File: src/rtl/sha256_core_pkg.sv
package sha256_core_pkg;

    localparam int WORD_W    = 32;
    localparam int BLK_WORDS = 16;
    localparam int ROUNDS    = 64;
    localparam int RND_W     = $clog2(ROUNDS);
    localparam int DIG_W     = 8 * WORD_W;

    typedef logic [WORD_W-1:0] word_t;

    typedef struct packed {
        word_t a;
        word_t b;
        word_t c;
        word_t d;
        word_t e;
        word_t f;
        word_t g;
        word_t h;
    } wvars_t;

    typedef enum logic [1:0] {
        PH_IDLE,
        PH_RUN,
        PH_ADD
    } phase_t;

    localparam wvars_t HASH_INIT = '{
        a: 32'h6a09e667, b: 32'hbb67ae85, c: 32'h3c6ef372, d: 32'ha54ff53a,
        e: 32'h510e527f, f: 32'h9b05688c, g: 32'h1f83d9ab, h: 32'h5be0cd19
    };

    localparam word_t RCONST [ROUNDS] = '{
        32'h428a2f98, 32'h71374491, 32'hb5c0fbcf, 32'he9b5dba5,
        32'h3956c25b, 32'h59f111f1, 32'h923f82a4, 32'hab1c5ed5,
        32'hd807aa98, 32'h12835b01, 32'h243185be, 32'h550c7dc3,
        32'h72be5d74, 32'h80deb1fe, 32'h9bdc06a7, 32'hc19bf174,
        32'he49b69c1, 32'hefbe4786, 32'h0fc19dc6, 32'h240ca1cc,
        32'h2de92c6f, 32'h4a7484aa, 32'h5cb0a9dc, 32'h76f988da,
        32'h983e5152, 32'ha831c66d, 32'hb00327c8, 32'hbf597fc7,
        32'hc6e00bf3, 32'hd5a79147, 32'h06ca6351, 32'h14292967,
        32'h27b70a85, 32'h2e1b2138, 32'h4d2c6dfc, 32'h53380d13,
        32'h650a7354, 32'h766a0abb, 32'h81c2c92e, 32'h92722c85,
        32'ha2bfe8a1, 32'ha81a664b, 32'hc24b8b70, 32'hc76c51a3,
        32'hd192e819, 32'hd6990624, 32'hf40e3585, 32'h106aa070,
        32'h19a4c116, 32'h1e376c08, 32'h2748774c, 32'h34b0bcb5,
        32'h391c0cb3, 32'h4ed8aa4a, 32'h5b9cca4f, 32'h682e6ff3,
        32'h748f82ee, 32'h78a5636f, 32'h84c87814, 32'h8cc70208,
        32'h90befffa, 32'ha4506ceb, 32'hbef9a3f7, 32'hc67178f2
    };

    function automatic word_t rotr(word_t x, int unsigned n);
        return (x >> n) | (x << (WORD_W - n));
    endfunction

    function automatic word_t big_sig0(word_t x);
        return rotr(x, 2) ^ rotr(x, 13) ^ rotr(x, 22);
    endfunction

    function automatic word_t big_sig1(word_t x);
        return rotr(x, 6) ^ rotr(x, 11) ^ rotr(x, 25);
    endfunction

    function automatic word_t small_sig0(word_t x);
        return rotr(x, 7) ^ rotr(x, 18) ^ (x >> 3);
    endfunction

    function automatic word_t small_sig1(word_t x);
        return rotr(x, 17) ^ rotr(x, 19) ^ (x >> 10);
    endfunction

    function automatic word_t choose(word_t x, word_t y, word_t z);
        return (x & y) ^ (~x & z);
    endfunction

    function automatic word_t majority(word_t x, word_t y, word_t z);
        return (x & y) ^ (x & z) ^ (y & z);
    endfunction

    function automatic wvars_t lane_add(wvars_t p, wvars_t q);
        wvars_t s;
        s.a = p.a + q.a;
        s.b = p.b + q.b;
        s.c = p.c + q.c;
        s.d = p.d + q.d;
        s.e = p.e + q.e;
        s.f = p.f + q.f;
        s.g = p.g + q.g;
        s.h = p.h + q.h;
        return s;
    endfunction

endpackage

File: src/rtl/sha256_round.sv
module sha256_round
    import sha256_core_pkg::*;
(
    input  wvars_t cur,
    input  word_t  kt,
    input  word_t  wt,
    output wvars_t nxt
);
    word_t t1;
    word_t t2;

    always_comb begin
        t1 = cur.h + big_sig1(cur.e) + choose(cur.e, cur.f, cur.g) + kt + wt;
        t2 = big_sig0(cur.a) + majority(cur.a, cur.b, cur.c);
        nxt.h = cur.g;
        nxt.g = cur.f;
        nxt.f = cur.e;
        nxt.e = cur.d + t1;
        nxt.d = cur.c;
        nxt.c = cur.b;
        nxt.b = cur.a;
        nxt.a = t1 + t2;
    end
endmodule

File: src/rtl/sha256_msg_window.sv
module sha256_msg_window
    import sha256_core_pkg::*;
#(
    parameter int DEPTH = BLK_WORDS
) (
    input  logic  clk,
    input  logic  rst,
    input  logic  shift_en,
    input  logic  use_input,
    input  word_t in_word,
    output word_t wt
);
    logic [DEPTH-1:0][WORD_W-1:0] win;
    word_t expanded;

    // win[DEPTH-1] is W(t-1), win[0] is W(t-16)
    always_comb begin
        expanded = small_sig1(win[DEPTH-2]) + win[DEPTH-7]
                 + small_sig0(win[1]) + win[0];
        wt = use_input ? in_word : expanded;
    end

    genvar gi;
    generate
        for (gi = 0; gi < DEPTH - 1; gi++) begin : g_slot
            always_ff @(posedge clk) begin
                if (rst)
                    win[gi] <= '0;
                else if (shift_en)
                    win[gi] <= win[gi+1];
            end
        end
    endgenerate

    always_ff @(posedge clk) begin
        if (rst)
            win[DEPTH-1] <= '0;
        else if (shift_en)
            win[DEPTH-1] <= wt;
    end

    // a stalled cycle must leave the schedule window untouched
    a_r5_window_hold: assert property (@(posedge clk) disable iff (rst)
        !shift_en |=> $stable(win));
endmodule

File: src/rtl/sha256_iter_core.sv
module sha256_iter_core
    import sha256_core_pkg::*;
(
    input  logic         clk,
    input  logic         rst,
    input  logic         start,
    input  logic         last_blk,
    input  logic         in_valid,
    input  logic [31:0]  in_word,
    output logic         in_ready,
    output logic         digest_valid,
    output logic [255:0] digest
);
    phase_t           phase;
    logic [RND_W-1:0] rnd;
    logic             blk_last;
    wvars_t           wv;
    wvars_t           hv;
    wvars_t           rnd_in;
    wvars_t           rnd_out;
    word_t            wt;
    logic             in_phase;
    logic             take_first;
    logic             step;

    assign in_phase   = (rnd < RND_W'(BLK_WORDS));
    assign take_first = (phase == PH_IDLE) && in_valid;
    assign step       = take_first || ((phase == PH_RUN) && (!in_phase || in_valid));
    assign in_ready   = (phase == PH_IDLE) || ((phase == PH_RUN) && in_phase);
    assign rnd_in     = take_first ? (start ? HASH_INIT : hv) : wv;
    assign digest     = hv;

    sha256_msg_window #(.DEPTH(BLK_WORDS)) u_window (
        .clk      (clk),
        .rst      (rst),
        .shift_en (step),
        .use_input(in_phase),
        .in_word  (in_word),
        .wt       (wt)
    );

    sha256_round u_round (
        .cur(rnd_in),
        .kt (RCONST[rnd]),
        .wt (wt),
        .nxt(rnd_out)
    );

    always_ff @(posedge clk) begin
        if (rst) begin
            phase        <= PH_IDLE;
            rnd          <= '0;
            blk_last     <= 1'b0;
            digest_valid <= 1'b0;
        end else begin
            digest_valid <= 1'b0;
            unique case (phase)
                PH_IDLE: if (in_valid) begin
                    rnd      <= RND_W'(1);
                    blk_last <= last_blk;
                    phase    <= PH_RUN;
                end
                PH_RUN: if (step) begin
                    rnd <= rnd + RND_W'(1);
                    if (rnd == RND_W'(ROUNDS - 1))
                        phase <= PH_ADD;
                end
                PH_ADD: begin
                    digest_valid <= blk_last;
                    phase        <= PH_IDLE;
                end
                default: phase <= PH_IDLE;
            endcase
        end
    end

    always_ff @(posedge clk) begin
        if (rst)
            hv <= HASH_INIT;
        else if (take_first && start)
            hv <= HASH_INIT;
        else if (phase == PH_ADD)
            hv <= lane_add(hv, wv);
    end

    always_ff @(posedge clk) begin
        if (step)
            wv <= rnd_out;
    end

    a_r8_pulse_single: assert property (@(posedge clk) disable iff (rst)
        digest_valid |=> !digest_valid);

    a_r8_pulse_after_add: assert property (@(posedge clk) disable iff (rst)
        $rose(digest_valid) |-> $past(phase == PH_ADD));

    a_r9_digest_hold: assert property (@(posedge clk) disable iff (rst)
        (phase != PH_ADD && !(take_first && start)) |=> $stable(digest));

    a_r7_round_advance: assert property (@(posedge clk) disable iff (rst)
        (phase == PH_RUN && !in_ready) |=> (rnd == $past(rnd) + RND_W'(1)));

    a_r10_reset_state: assert property (@(posedge clk) disable iff (rst)
        $past(rst) |-> (in_ready && !digest_valid));
endmodule

File: config.mk
export PLATFORM = sky130hd
export DESIGN_NAME = sha256_iter_core
export DESIGN_NICKNAME = d
export VERILOG_FILES = /design/src/rtl/sha256_core_pkg.sv /design/src/rtl/sha256_round.sv /design/src/rtl/sha256_msg_window.sv /design/src/rtl/sha256_iter_core.sv
export SDC_FILE = /design/constraint.sdc
export NUM_CORES = 2
export LEC_CHECK = 0
export BUFFER_PORTS_ARGS = -buffer_cell sky130_fd_sc_hd__clkbuf_2
export CORE_MARGIN = 8
export CORE_UTILIZATION = 50
export DETAILED_ROUTE_END_ITERATION = 7
export HOLD_SLACK_MARGIN = 0.03
export PLACE_DENSITY = 0.67
export SLEW_MARGIN = 30
export SYNTH_ARGS = -nofsm -noshare
export SYNTH_HDL_FRONTEND = slang
export SYNTH_SLANG_ARGS = --single-unit
File: constraint.sdc
create_clock -name clk -period 12.8 [get_ports clk]
set_input_delay 1.92 -clock clk [delete_from_list [all_inputs] [get_ports clk]]
set_output_delay 1.92 -clock clk [all_outputs]
set_load 0.02 [all_outputs]
==> results.yml <==
outcome:
  status: "finished clean"
detailed_routing:
  drtPass1Iterations: 5
  initialDrtViolationCount: 5681
  via_count: 57895
  drc: 0
  wire_per_inst_um: 23.78
  ant_nets: 0
  wirelength_um: 234000
  viasPerCell: 5.882
placed_design:
  dp_hpwl_um: 175500
  place_congestion: 0.9747
  dpl.cell_count: 9619
  portBuffers: 294
sta:
  final.setup_skew_ns: 0.07074
  rsz0062_at_grt: "false"
  setup_viol: 0
  slew_headroom_pct: 28.05
  finalHoldViolCount: 0
  max_freq_mhz: 91.55
  slew_viol_final: 0
  post-route-period-util_pct: 85.33
  fin_tns_setup_ns: 0
  worstMarginPinSlew_ns: 1.072
  min_period_ns: 10.92
finish:
  seqCellArea_um2: 23270
  multi_input_area_um2: 39090
  stdcell_count: 9843
  fin_util_pct: 55.89
  nets: 8628
  drive_gt1_share_pct: 7.868
  area_growth_pct: 10.81
  fillers: 12070
global_route:
  antenna_found_initial: 13
  grt_use_total_pct: 31.58
  grt_overflow: 0
  grt_pass1_vias: 53893
  grt_max_degree: 237
  grt_first_pass_wirelength_um: 346200
setup_path:
  path_class: "flop to flop"
  crit_family: "compound AO/OA/AOI/OAI gates"
  end_kind: "flop"
  cp-startpoint: "u_window.win[51]$_SDFFE_PP0P_"
  r2r_cells: 42
  crit_fanout: 5
  crit_end: "wv[255]$_DFFE_PP_"
  critPathLaunchType: "flop"
  r2r-end: "wv[255]$_DFFE_PP_"
  reg2reg_from: "u_window.win[51]$_SDFFE_PP0P_"
  cp.depth: 42
  cp_data_arrival_time_ns: 11.36
  crit_top_cell: "fa_1"
  slowest_delay_ns: 0.65
  required_ns: 13.23
  timing.critical_path.buf_inv: 1
  worst_path_max_delay_cell: "a21oi_1"
  reg2reg_slack_ns: 1.88
cts:
  cts.clk_slew.worst_paths_ns: 0.07
  post_cts_buffers: 0
  cts_resized: 0
  hold_buffers: 0
  cts_buffers: 113
  cts_tree: "done"
  clock_tree.htree_level_count: 3
  insertion_delay_ns: 0.78
  cts_num_sinks: 1034
  cts_buffer_depth: 3
  root_buffer: "clkbuf_16"
logic_synthesis:
  syn_inst: 7964
  synth_edf_count: 256
  synth-adder-area-share_pct: 13.88
  synth_compound_area_share_pct: 19.62
  synthSimpleGateAreaFrac_pct: 17.73
  postSynthAreaPerCell_um2: 8.222
  netlist_area_um2: 65480
  synthMuxAreaShare_pct: 0.8561
  synthTopCellsByCount: "nand2_1, a21oi_1, dfxtp_1"
  yosysWarnings: 0
  synth_xor_area_share_pct: 7.506
  syn-num-nets: 8597
  yosys.cell_count.top_type: "nand2_1"
  synth_top_family_by_area: "compound AO/OA/AOI/OAI gates"
  synth_seq_area_share_pct: 35.53
  async_reset_ff_share_pct: 0
  ys_ff_latch: 1034
  yosysTopAreaCell: "dfxtp_1"
  ys.flop_type: "dfxtp_1"
  yosys-top-cells-area: "dfxtp_1, edfxtp_1, nand2_1, a21oi_1, ha_1"
  synth_top_area_share_pct: 23.79
  synth_cell_type_count: 84
run:
  cap_violations: 0
die:
  initial_core_util_pct: 50.44
  pin_count: 295
  dieArea_um2: 142800
  die_w_um: 377.9
  fp.dieH_um: 377.9
  row_count: 132
  core_um2: 129800
min_path:
  hold_path.class: "flop to flop"
[area by class of cell]
cell class,count,area share (%)
clock inverters,76,1.661
diodes,5,0.01724
clock buffers,140,4.216
well taps,1742,3.004
inverters,395,2.054
flip-flops and latches,1034,32.07
multi-input cells,6078,53.88
repair buffers,373,3.097
[worst min-delay path, cell delays in order, from the launching register on]
cell	delay (ns)
dfxtp_1	0.31
nand2_1	0.05
a21oi_1	0.05
[placed cells by master, fill, tap and decap left out, types with 14 or more instances in the layout]
cell and instances:
edfxtp_1 256, o31ai_1 30, clkbuf_2 292, nor2_1 319
fa_1 196, clkinv_2 22, and2_1 21, clkbuf_16 113
mux2i_1 28, nor3_1 101, maj3_1 16, or3_1 55
nand3b_1 87, buf_4 64, nand2_1 1771, nand2b_1 80
xor2_1 158, and3_1 16, o22ai_1 14, mux2_2 16
o21a_1 78, dfxtp_1 775, a211oi_1 91, nand4_1 15
o211ai_1 103, inv_1 388, clkbuf_1 14, o21bai_1 45
xnor2_1 396, o21ai_1 28, a21o_1 135, nand3_1 72
nor2b_1 60, ha_1 400, bufinv_16 24, a21oi_1 1018
a31oi_1 45, o21ai_0 403, nor3b_1 47
[cell families (layout without fill, tap and decap cells)]
kind of cell / Yosys count / after routing
and+or+nand+nor: 2693 / 2693
AOI/OAI and AO/OA: 2166 / 2166
DFF: 1034 / 1034
buffers and inverters: 852 / 984
adders and majority gates: 612 / 612
xor gates and xnor gates: 558 / 558
muxes: 49 / 49
other: 0 / 5
[per-layer routing]
layer | global-route usage [%] | wire length, um | part of all wire (%)
met2 | 49.31 | 103500 | 44
met1 | 43.82 | 102900 | 44
met3 | 5.426 | 17530 | 7.5
met4 | 11.87 | 10120 | 4.3
met5 | 0 | 23 | 0.0098
[registers in the layout (all words and copies together), names as in the netlist]
register / cells
u_window.win: 512
digest: 256
wv: 256
rnd: 6
phase: 2
blk_last: 1
digest_valid: 1
[worst min-delay path by stage]
stage,cells past startpoint,start,endpoint,slack (ns)
detailed placement,2,u_window.win[350]$_SDFFE_PP0P_,u_window.win[318]$_SDFFE_PP0P_,0.44
CTS,2,u_window.win[286]$_SDFFE_PP0P_,u_window.win[254]$_SDFFE_PP0P_,0.44
global route,2,u_window.win[267]$_SDFFE_PP0P_,u_window.win[235]$_SDFFE_PP0P_,0.46
global placement,2,u_window.win[337]$_SDFFE_PP0P_,u_window.win[305]$_SDFFE_PP0P_,0.44
floorplan,2,blk_last$_SDFFE_PP0P_,blk_last$_SDFFE_PP0P_,0.43
finish,2,u_window.win[393]$_SDFFE_PP0P_,u_window.win[361]$_SDFFE_PP0P_,0.44
[through the flow]
step	cell area, um^2	setup slack (ns)	hold slack, ns
after floorplan	65480	2.153	0.4315
after global placement	68130	1.377	0.4352
after detailed placement	68170	1.292	0.4407
after CTS	72430	1.939	0.4372
after global routing	72540	1.254	0.4586
final	72550	1.877	0.4400
Power is not shown: default switching activity piles up to over one toggle a cycle in this logic, so the estimate is an artifact.
